<file path="config.mk">
export PLATFORM = sky130hd
export DESIGN_NAME = modtimer
export DESIGN_NICKNAME = d
export VERILOG_FILES = /design/src/rtl/modtimer_pkg.sv /design/src/rtl/mt_counter.sv /design/src/rtl/mt_rdlatch.sv /design/src/rtl/mt_limreg.sv /design/src/rtl/modtimer.sv
export SDC_FILE = /design/constraint.sdc
export NUM_CORES = 1
export LEC_CHECK = 0
export CAP_MARGIN = 0
export CORE_UTILIZATION = 45
export CTS_CLUSTER_DIAMETER = 80
export CTS_CLUSTER_SIZE = 28
export DETAILED_ROUTE_END_ITERATION = 6
export GPL_ROUTABILITY_DRIVEN = 0
export GPL_TIMING_DRIVEN = 0
export PLACE_DENSITY = 0.71
export SLEW_MARGIN = 5
export SYNTH_ARGS = -nofsm -noshare
export SYNTH_HDL_FRONTEND = slang
export SYNTH_HIERARCHICAL = 1
export SYNTH_SLANG_ARGS = --single-unit
</file>
<file path="constraint.sdc">
create_clock -name clk -period 3.3 [get_ports clk]
set_input_delay 0.66 -clock clk [delete_from_list [all_inputs] [get_ports clk]]
set_output_delay 0.66 -clock clk [all_outputs]
set_load 0.005 [all_outputs]
</file>
<file path="src/rtl/modtimer_pkg.sv">
package modtimer_pkg;

    localparam int BYTE_W = 8;
    localparam int CNT_W  = 2 * BYTE_W;

    // control/status bit positions
    localparam int FLAG_BIT = 7;
    localparam int IE_BIT   = 6;
    localparam int CLR_BIT  = 5;

    localparam logic [CNT_W-1:0] LIMIT_RESET = '1;

    typedef enum logic [2:0] {
        SEL_NONE,
        SEL_CTRL,
        SEL_CNT_HI,
        SEL_CNT_LO,
        SEL_LIM_HI,
        SEL_LIM_LO
    } reg_sel_e;

    typedef struct packed {
        logic ovf;
        logic ie;
        logic armed;
    } flag_state_t;

    function automatic reg_sel_e decode_sel(input logic [BYTE_W-1:0] a,
                                            input logic [BYTE_W-1:0] base);
        logic [BYTE_W-1:0] off;
        off = a - base;
        case (off)
            8'd0:    return SEL_CTRL;
            8'd1:    return SEL_CNT_HI;
            8'd2:    return SEL_CNT_LO;
            8'd3:    return SEL_LIM_HI;
            8'd4:    return SEL_LIM_LO;
            default: return SEL_NONE;
        endcase
    endfunction

endpackage

</file>
<file path="src/rtl/mt_counter.sv">
module mt_counter
    import modtimer_pkg::*;
(
    input  logic             clk,
    input  logic             rst,
    input  logic             tick,
    input  logic             clr,
    input  logic [CNT_W-1:0] limit,
    output logic [CNT_W-1:0] count,
    output logic             wrap
);
    logic [CNT_W-1:0] cnt_q;

    assign wrap  = tick && !clr && (cnt_q == limit);
    assign count = cnt_q;

    always_ff @(posedge clk) begin
        if (rst || clr)
            cnt_q <= '0;
        else if (tick)
            cnt_q <= wrap ? '0 : cnt_q + 1'b1;
    end

    AST_CLR_ZERO:   assert property (@(posedge clk) disable iff (rst)
                        clr |=> (count == '0));
    AST_WRAP_ZERO:  assert property (@(posedge clk) disable iff (rst)
                        (tick && !clr && count == limit) |=> (count == '0));
    AST_IDLE_HOLD:  assert property (@(posedge clk) disable iff (rst)
                        (!tick && !clr) |=> $stable(count));
endmodule

</file>
<file path="src/rtl/mt_rdlatch.sv">
module mt_rdlatch
    import modtimer_pkg::*;
(
    input  logic              clk,
    input  logic              rst,
    input  logic              rd_hi,
    input  logic              rd_lo,
    input  logic [BYTE_W-1:0] live_lo,
    output logic [BYTE_W-1:0] lo_view
);
    logic              held_q;
    logic [BYTE_W-1:0] hold_q;

    always_ff @(posedge clk) begin
        if (rst) begin
            held_q <= 1'b0;
            hold_q <= '0;
        end else if (rd_lo) begin
            held_q <= 1'b0;
        end else if (rd_hi && !held_q) begin
            held_q <= 1'b1;
            hold_q <= live_lo;
        end
    end

    assign lo_view = held_q ? hold_q : live_lo;

    AST_LATCH_HOLD:  assert property (@(posedge clk) disable iff (rst)
                         (held_q && !rd_lo) |=> (held_q && $stable(hold_q)));
    AST_LO_RELEASE:  assert property (@(posedge clk) disable iff (rst)
                         rd_lo |=> !held_q);
    AST_HI_CAPTURE:  assert property (@(posedge clk) disable iff (rst)
                         (rd_hi && !rd_lo) |=> held_q);
endmodule

</file>
<file path="src/rtl/mt_limreg.sv">
module mt_limreg
    import modtimer_pkg::*;
(
    input  logic              clk,
    input  logic              rst,
    input  logic              wr_hi,
    input  logic              wr_lo,
    input  logic [BYTE_W-1:0] wdata,
    output logic [CNT_W-1:0]  limit,
    output logic [BYTE_W-1:0] hi_view,
    output logic              pending
);
    logic [BYTE_W-1:0] stage_q;
    logic [CNT_W-1:0]  lim_q;
    logic              pend_q;

    always_ff @(posedge clk) begin
        if (rst) begin
            stage_q <= LIMIT_RESET[CNT_W-1:BYTE_W];
            lim_q   <= LIMIT_RESET;
            pend_q  <= 1'b0;
        end else if (wr_hi) begin
            stage_q <= wdata;
            pend_q  <= 1'b1;
        end else if (wr_lo) begin
            lim_q   <= {stage_q, wdata};
            pend_q  <= 1'b0;
        end
    end

    assign limit   = lim_q;
    assign hi_view = stage_q;
    assign pending = pend_q;

    AST_PEND_SET:    assert property (@(posedge clk) disable iff (rst)
                         wr_hi |=> pending);
    AST_LIM_STABLE:  assert property (@(posedge clk) disable iff (rst)
                         !wr_lo |=> $stable(limit));
endmodule

</file>
<file path="src/rtl/modtimer.sv">
module modtimer
    import modtimer_pkg::*;
#(
    parameter logic [BYTE_W-1:0] BASE_ADDR = 8'h20
) (
    input  logic              clk,
    input  logic              rst,
    input  logic              tick,
    input  logic [BYTE_W-1:0] addr,
    input  logic [BYTE_W-1:0] wdata,
    input  logic              wr,
    input  logic              rd,
    output logic [BYTE_W-1:0] rdata,
    output logic              irq
);
    reg_sel_e          sel;
    logic [CNT_W-1:0]  count, limit;
    logic [BYTE_W-1:0] lo_view, lim_hi_view;
    logic              wrap, pending, set_ovf, clr_req, cnt_clr;
    logic              wr_ctrl, rd_ctrl;
    flag_state_t       fs_q;

    assign sel     = decode_sel(addr, BASE_ADDR);
    assign wr_ctrl = wr && (sel == SEL_CTRL);
    assign rd_ctrl = rd && (sel == SEL_CTRL);
    assign cnt_clr = wr_ctrl && wdata[CLR_BIT];

    mt_counter u_cnt (
        .clk(clk), .rst(rst), .tick(tick), .clr(cnt_clr),
        .limit(limit), .count(count), .wrap(wrap)
    );

    mt_rdlatch u_latch (
        .clk(clk), .rst(rst),
        .rd_hi(rd && (sel == SEL_CNT_HI)),
        .rd_lo(rd && (sel == SEL_CNT_LO)),
        .live_lo(count[BYTE_W-1:0]), .lo_view(lo_view)
    );

    mt_limreg u_lim (
        .clk(clk), .rst(rst),
        .wr_hi(wr && (sel == SEL_LIM_HI)),
        .wr_lo(wr && (sel == SEL_LIM_LO)),
        .wdata(wdata), .limit(limit), .hi_view(lim_hi_view), .pending(pending)
    );

    assign set_ovf = wrap && !pending;
    assign clr_req = wr_ctrl && fs_q.armed && !wdata[FLAG_BIT];

    always_ff @(posedge clk) begin
        if (rst) begin
            fs_q <= '0;
        end else begin
            if (set_ovf)      fs_q.ovf <= 1'b1;
            else if (clr_req) fs_q.ovf <= 1'b0;

            if (wr_ctrl)      fs_q.ie <= wdata[IE_BIT];

            if (wr_ctrl)                  fs_q.armed <= 1'b0;
            else if (rd_ctrl && fs_q.ovf) fs_q.armed <= 1'b1;
        end
    end

    assign irq = fs_q.ovf && fs_q.ie;

    always_comb begin
        rdata = '0;
        if (rd) begin
            case (sel)
                SEL_CTRL: begin
                    rdata[FLAG_BIT] = fs_q.ovf;
                    rdata[IE_BIT]   = fs_q.ie;
                end
                SEL_CNT_HI: rdata = count[CNT_W-1:BYTE_W];
                SEL_CNT_LO: rdata = lo_view;
                SEL_LIM_HI: rdata = lim_hi_view;
                SEL_LIM_LO: rdata = limit[BYTE_W-1:0];
                default:    rdata = '0;
            endcase
        end
    end

    AST_PEND_NOFLAG: assert property (@(posedge clk) disable iff (rst)
                         (pending && !fs_q.ovf) |=> !fs_q.ovf);
    AST_SET_WINS:    assert property (@(posedge clk) disable iff (rst)
                         set_ovf |=> fs_q.ovf);
    AST_IRQ_RISE:    assert property (@(posedge clk) disable iff (rst)
                         $rose(irq) |-> fs_q.ie);
    AST_CLRBIT_FLAG: assert property (@(posedge clk) disable iff (rst)
                         (cnt_clr && !clr_req && !set_ovf) |=> $stable(fs_q.ovf));
endmodule

</file>
==> results of run 1 <==
[state kept, by name (all words and copies together), names as in the netlist]
name and cells:
u_lim/pending 1, u_lim/hi_view 8, u_latch/held_q 1, u_cnt/count 16
u_latch/hold_q 8, fs_q 3, u_lim/limit 16
[power by group through the flow]
stage,Sequential [mW],Combinational [mW],Clock [mW]
3_5_place_dp,0.664,0.106,0
6_report,0.649,0.127,0.372
2_1_floorplan,0.661,0.0654,0
5_1_grt,0.650,0.137,0.412
3_3_place_gp,0.664,0.104,0
4_1_cts,0.649,0.117,0.382
[layer usage]
layer / vias up / part of all wire / track usage
met4: 0 / 0.0086 / 0.0580
met1: 1166 / 0.49 / 0.296
met2: 62 / 0.46 / 0.346
li1: 1190 / - / -
met3: 7 / 0.044 / 0.0318
met5: - / 0 / 0
[placed cells by master (no fill, tap or decap), drive strengths merged, types with 2 or more instances in the layout]
master,netlist,layout
nand4b,2,2
dfxtp,53,53
inv,3,4
and3,5,5
and2,5,5
nor4b,3,3
buf,14,20
a22oi,12,12
mux4,2,2
nor2,59,59
nand2b,19,19
dlygate4sd2,0,6
nor4,5,5
xnor2,15,15
nand2,9,9
clkdlybuf4s50,0,20
xor2,19,19
nor3,9,9
a211o,8,8
ha,2,2
nor3b,3,3
nand3,3,3
mux2i,26,26
mux2,8,8
clkbuf,5,9
nor2b,6,6
a32oi,2,2
nand4,5,5
a2111oi,6,6
[critical path, stage by stage]
cell and delay [ns]:
clkdlybuf4s50_1 0.50, inv_1 0.06, ha_1 0.29, and4b_2 0.28, nand2_4 0.14, nor2_1 0.14
clkdlybuf4s50_1 0.50
[per-stage QoR]
stage | setup TNS (ns) | total power [mW] | hold WS (ns) | utilization | setup WS (ns)
4_1_cts | 0 | 1.15 | 0.482 | 0.551 | 0.0726
3_3_place_gp | -2.35 | 0.768 | 0.455 | 0.523 | -0.422
5_1_grt | -0.0227 | 1.20 | 0.502 | 0.561 | -0.0122
3_5_place_dp | -2.66 | 0.769 | 0.464 | 0.523 | -0.481
6_report | 0 | 1.15 | 0.476 | 0.561 | 0.0515
2_1_floorplan | 0 | 0.727 | 0.445 | - | 0.891
[path summary, 6_finish.rpt]
check / startpoint / to / slack [ns] / cells past startpoint
worst max-delay path: addr[5] / rdata[7] / 0.05 / 7
worst min-delay path: u_latch/hold_q[2]$_SDFFE_PP0P_ / u_latch/hold_q[2]$_SDFFE_PP0P_ / 0.48 / 2
worst min register to register: u_latch/hold_q[2]$_SDFFE_PP0P_ / u_latch/hold_q[2]$_SDFFE_PP0P_ / 0.48 / 2
worst max register to register: u_cnt/count[13]$_SDFFE_PP0P_ / fs_q[2]$_SDFFE_PP0P_ / 1.22 / 7
[final cells by class]
cell class | count | area share
multi-input combinational | 242 | 0.526
clock buffer | 5 | 0.0192
buffer | 18 | 0.0398
timing repair buffer | 32 | 0.0831
inverter | 3 | 0.00314
tap | 77 | 0.0269
clock inverter | 3 | 0.00593
sequential | 53 | 0.296
[timing repair]
action | 4_1_cts | 5_1_grt
hold buffers | 0 | 0
buffers inserted | 2 | 4
pin swaps | 3 | 3
cloned | 0 | 0
endpoints found under the setup margin | 8 | 5
resized for setup | 20 | 4
[cells in the mapped netlist, types with 3 or more instances]
library cell,number,area (um^2)
buf_6,6,67.6
nor2_1,59,221
nand2_1,9,33.8
clkbuf_1,4,15.0
buf_2,4,20.0
nor3_1,8,40.0
inv_1,3,11.3
and3_1,5,31.3
dfxtp_1,53,1060
nor4_1,5,31.3
nand3_1,3,15.0
nand2b_1,19,119
mux2i_1,26,260
and2_1,5,31.3
a2111oi_1,5,50.1
mux2_2,8,90.1
a22oi_1,12,90.1
buf_4,3,22.5
nand4_1,5,31.3
xor2_1,19,166
xnor2_1,15,131
a211o_1,8,70.1
nor2b_1,6,37.5
[cell families after synthesis]
family	synth area share
flops	0.356
compound gates	0.0957
simple gates	0.252
buf+inv	0.0525
mux	0.135
fa+ha+maj	0.00839
xor+xnor	0.0999
==> results.cfg, run 1 <==
[power_and_ir_drop]
clkPwrFrac = 0.324
combPwrFrac = 0.111
intPower_mw = 0.853
powerDensity_nw_per_um2 = 320
p_sw_mw = 0.294
peakVddDrop_mv = 0.209
swShare = 0.256
seqPwrFrac = 0.566
p_leak_nw = 1.21

[sta]
finalCritPeriodShare = 0.984
grt_setup_unrepaired = true
slew-limit-headroom = 0.557
fin_crit_ns = 3.25
max_freq_mhz = 308
clock_skew_ns = 0.0108
tightest_slew_ns = 0.663
hold_violations = 0
drv_slew = 0
setup_viol = 0

[place]
port_buffers = 26
dp_cells = 420
dp.final_hpwl_um = 5230
placed_cell_area_um2 = 3340

[synth]
yosysSeqAreaShare = 0.356
synthesis.area_um2 = 2980
synth.avg_cell_area_um2 = 9.40
yosysWarnings = 6
async_reset_ff_frac = 0
netlist_instances = 317
syn_nets = 340
ys_types = 44
synth_ff_type = dfxtp_1
synth_edf_count = 0
ys_ff_latch = 53

[detailed_routing]
drt_iter0_drc = 163
finalWirelength_um = 7170
drc = 0
drt-wirelength-per-cell_um = 16.6
first_pass_iters = 4
via_per_inst = 5.60
vias = 2425
drtAntennaViolNets = 0

[clock_network]
clk_pin_slew_ns = 0.09
cts_tree = built
cts_buffers = 5
h-tree-depth = 2
insertion_delay_ns = 0.31
clock-sinks = 53
root_buffer = clkbuf_8
cts_buffer_depth = 2

[global_route]
grt_pass1_wl_um = 11700
grt_max_degree = 18
track_usage = 0.214
grt_pass1_vias = 2322
antenna_found_initial = 0
overflow = 0

[floorplanning]
die_w_um = 83.4
dieArea_um2 = 6950
die_h_um = 83.4
start_util = 0.467
rows = 29
core_area_um2 = 6390
ioPinCount = 30

[finish]
nets = 378
drive_gt1_frac = 0.157
nFillCells = 581
area_growth_pct = 20.3
multi_input_area_um2 = 1890
n_antenna_cell = 0
stdcell_area_um2 = 3580
regArea_um2 = 1060
final_cells = 433

[setup_path]
cp.arrival_ns = 2.59
critical_path_class = in2out
cp-end-kind = output port
worstPathRequired_ns = 2.64
crit_fanout = 8
cp-start-kind = primary input

[status]
status = complete, no violations

[min_path]
hold_class = reg2reg

[run]
drv_cap = 0
Note: power is estimated with default switching activity, not from simulation.
==> run 2: changes to the inputs <==
--- a/config.mk
+++ b/config.mk
@@ -6,13 +6,13 @@
 export NUM_CORES = 1
 export LEC_CHECK = 0
 export CAP_MARGIN = 0
-export CORE_UTILIZATION = 45
+export CORE_UTILIZATION = 40
 export CTS_CLUSTER_DIAMETER = 80
 export CTS_CLUSTER_SIZE = 28
 export DETAILED_ROUTE_END_ITERATION = 6
 export GPL_ROUTABILITY_DRIVEN = 0
 export GPL_TIMING_DRIVEN = 0
-export PLACE_DENSITY = 0.71
+export PLACE_DENSITY = 0.65
 export SLEW_MARGIN = 5
 export SYNTH_ARGS = -nofsm -noshare
 export SYNTH_HDL_FRONTEND = slang
==> run 2 against run 1 <==
Compared with the run above:
- non-clock buffer count did not move
- final area fell by 1.4%
- combinational power down 7%
- critical endpoint unchanged
- largest power group unchanged
==> results.cfg, run 2 (synthesis gave the netlist of run 1 again) <==
[power_and_ir_drop]
combPwrFrac = 0.104
p_leak_nw = 1.21
clkPwrFrac = 0.328
power_mw = 1.14
powerDensity_nw_per_um2 = 323
p_sw_mw = 0.290
peakVddDrop_mv = 0.216
seqPwrFrac = 0.568
swShare = 0.254
intPower_mw = 0.852

[global_route]
track_usage = 0.192
overflow = 0
antenna_found_initial = 0
grt_max_degree = 18
grt_pass1_vias = 2200
grt_pass1_wl_um = 11300

[sta]
setup_tns_ns = 0
hold_violations = 0
setup_viol = 0
max_freq_mhz = 310
drv_slew = 0
slew-limit-headroom = 0.562
tightest_slew_ns = 0.654
clock_skew_ns = 0.0110
setup_slack_ns = 0.0756
finalCritPeriodShare = 0.977
fin_crit_ns = 3.22

[detailed_routing]
drtAntennaViolNets = 0
drt-wirelength-per-cell_um = 15.3
vias = 2394
via_per_inst = 5.26
drc = 0
drt_iter0_drc = 126
finalWirelength_um = 6980
first_pass_iters = 4

[clock_network]
clock-sinks = 53
postCtsHoldBufs = 0
clk_pin_slew_ns = 0.09
cts_tree = built
insertion_delay_ns = 0.31
h-tree-depth = 2
cts_buffers = 5
root_buffer = clkbuf_8
cts_buffer_depth = 2

[setup_path]
cp.arrival_ns = 2.56
r2r-start = u_cnt/count[13]$_SDFFE_PP0P_
cp-end-kind = output port
crit_buf_inv = 3
worstPathRequired_ns = 2.64
cpMaxStageDelayCell = clkdlybuf4s50_1
crit_fanout = 8
max_stage_delay_ns = 0.51
r2r_cells = 7
cp-start-kind = primary input
crit_family = buffers and inverters
cp_cell_sequence = clkdlybuf4s50_1 > inv_1 > ha_1 > and4b_2 > nand2_4 > nor2_1 > clkdlybuf4s50_1
crit_top_cell = clkdlybuf4s50_1
critical_path_class = in2out
reg2reg_slack_ns = 1.28
timing.rr.end = fs_q[2]$_SDFFE_PP0P_

[min_path]
hold_class = reg2reg
min_to = u_latch/hold_q[5]$_SDFFE_PP0P_
hp-start = u_latch/hold_q[5]$_SDFFE_PP0P_
whs_path_depth = 2

[finish]
final_common_cell = nor2_1
final_cells = 455
mostFrequentLayoutCells = nor2_1 (59), dfxtp_1 (53), mux2i_1 (26)
area_growth_pct = 18.6
n_antenna_cell = 0
stdcell_area_um2 = 3530
nets = 378
drive_gt1_frac = 0.149

[floorplanning]
ioPinCount = 30
rows = 31
core_area_um2 = 7210
die_w_um = 88.3
start_util = 0.413
dieArea_um2 = 7800
die_h_um = 88.3

[place]
placed_cell_area_um2 = 3360
dp_worst_setup_slack_ns = -0.436
dp.final_hpwl_um = 5280
dp_cells = 442
port_buffers = 26

[status]
status = complete, no violations

[run]
drv_cap = 0
[run 2: cell count changes in the layout (fill, tap and decap cells not counted)]
cell / previous run / this run
a2111oi_2: 1 / 6
a2111oi_4: 5 / 0
buf_4: 9 / 8
clkbuf_1: 2 / 3
nor3_1: 7 / 8
nor3_2: 2 / 1
xor2_1: 18 / 19
xor2_2: 1 / 0
[run 2: tightest hold or removal path, stage by stage (launching register included)]
cell and delay, ns:
dfxtp_1 0.32, nand2b_1 0.06, mux2i_1 0.05
[run 2: routing by layer]
layer	track usage	wire [um]	vias to the layer above
met1	0.282	3540	1140
met2	0.290	3110	52
li1	-	-	1193
met5	0	0	-
met3	0.0299	243	9
met4	0.0557	85	0
[run 2: final cells by class]
class	instances	area (um^2)
Fill cell	704	3680
Clock inverter	3	21.3
Buffer	19	146
Sequential cell	53	1060
Multi-Input combinational cell	242	1810
Clock buffer	5	68.8
Inverter	3	11.3
Tap cell	99	124
Timing Repair Buffer	31	290
[run 2: worst max path at each step]
| stage | startpoint | endpoint | slack, ns | depth (start not counted) |
|---|---|---|---|---|
| finish | addr[5] | rdata[7] | 0.08 | 7 |
| global route | addr[3] | rdata[6] | -0.009 | 6 |
| CTS | addr[2] | rdata[5] | 0.04 | 7 |
| detailed placement | addr[5] | rdata[3] | -0.44 | 7 |
| global placement | addr[5] | rdata[1] | -0.44 | 7 |
| floorplan | addr[1] | rdata[1] | 0.89 | 4 |
[run 2: power groups by stage]
stage	registers (mW)	clock network [mW]	logic, mW
after floorplan	0.661	0	0.0654
after CTS	0.649	0.390	0.113
after detailed placement	0.663	0	0.107
after global placement	0.664	0	0.105
final	0.649	0.375	0.118
after global routing	0.650	0.416	0.128
[run 2: through the flow]
stage / hold slack [ns] / util
after global placement: 0.455 / 0.466
after floorplan: 0.445 / -
after detailed placement: 0.462 / 0.466
after CTS: 0.478 / 0.484
after global routing: 0.508 / 0.490
final: 0.474 / 0.490
[run 2: repair_timing]
item | 4_1_cts | 5_1_grt
endpoints found under the hold margin | 0 | 0
pin swaps | 0 | 3
endpoints found under the setup margin | 8 | 5
gates resized for setup | 14 | 4
setup buffers | 1 | 4
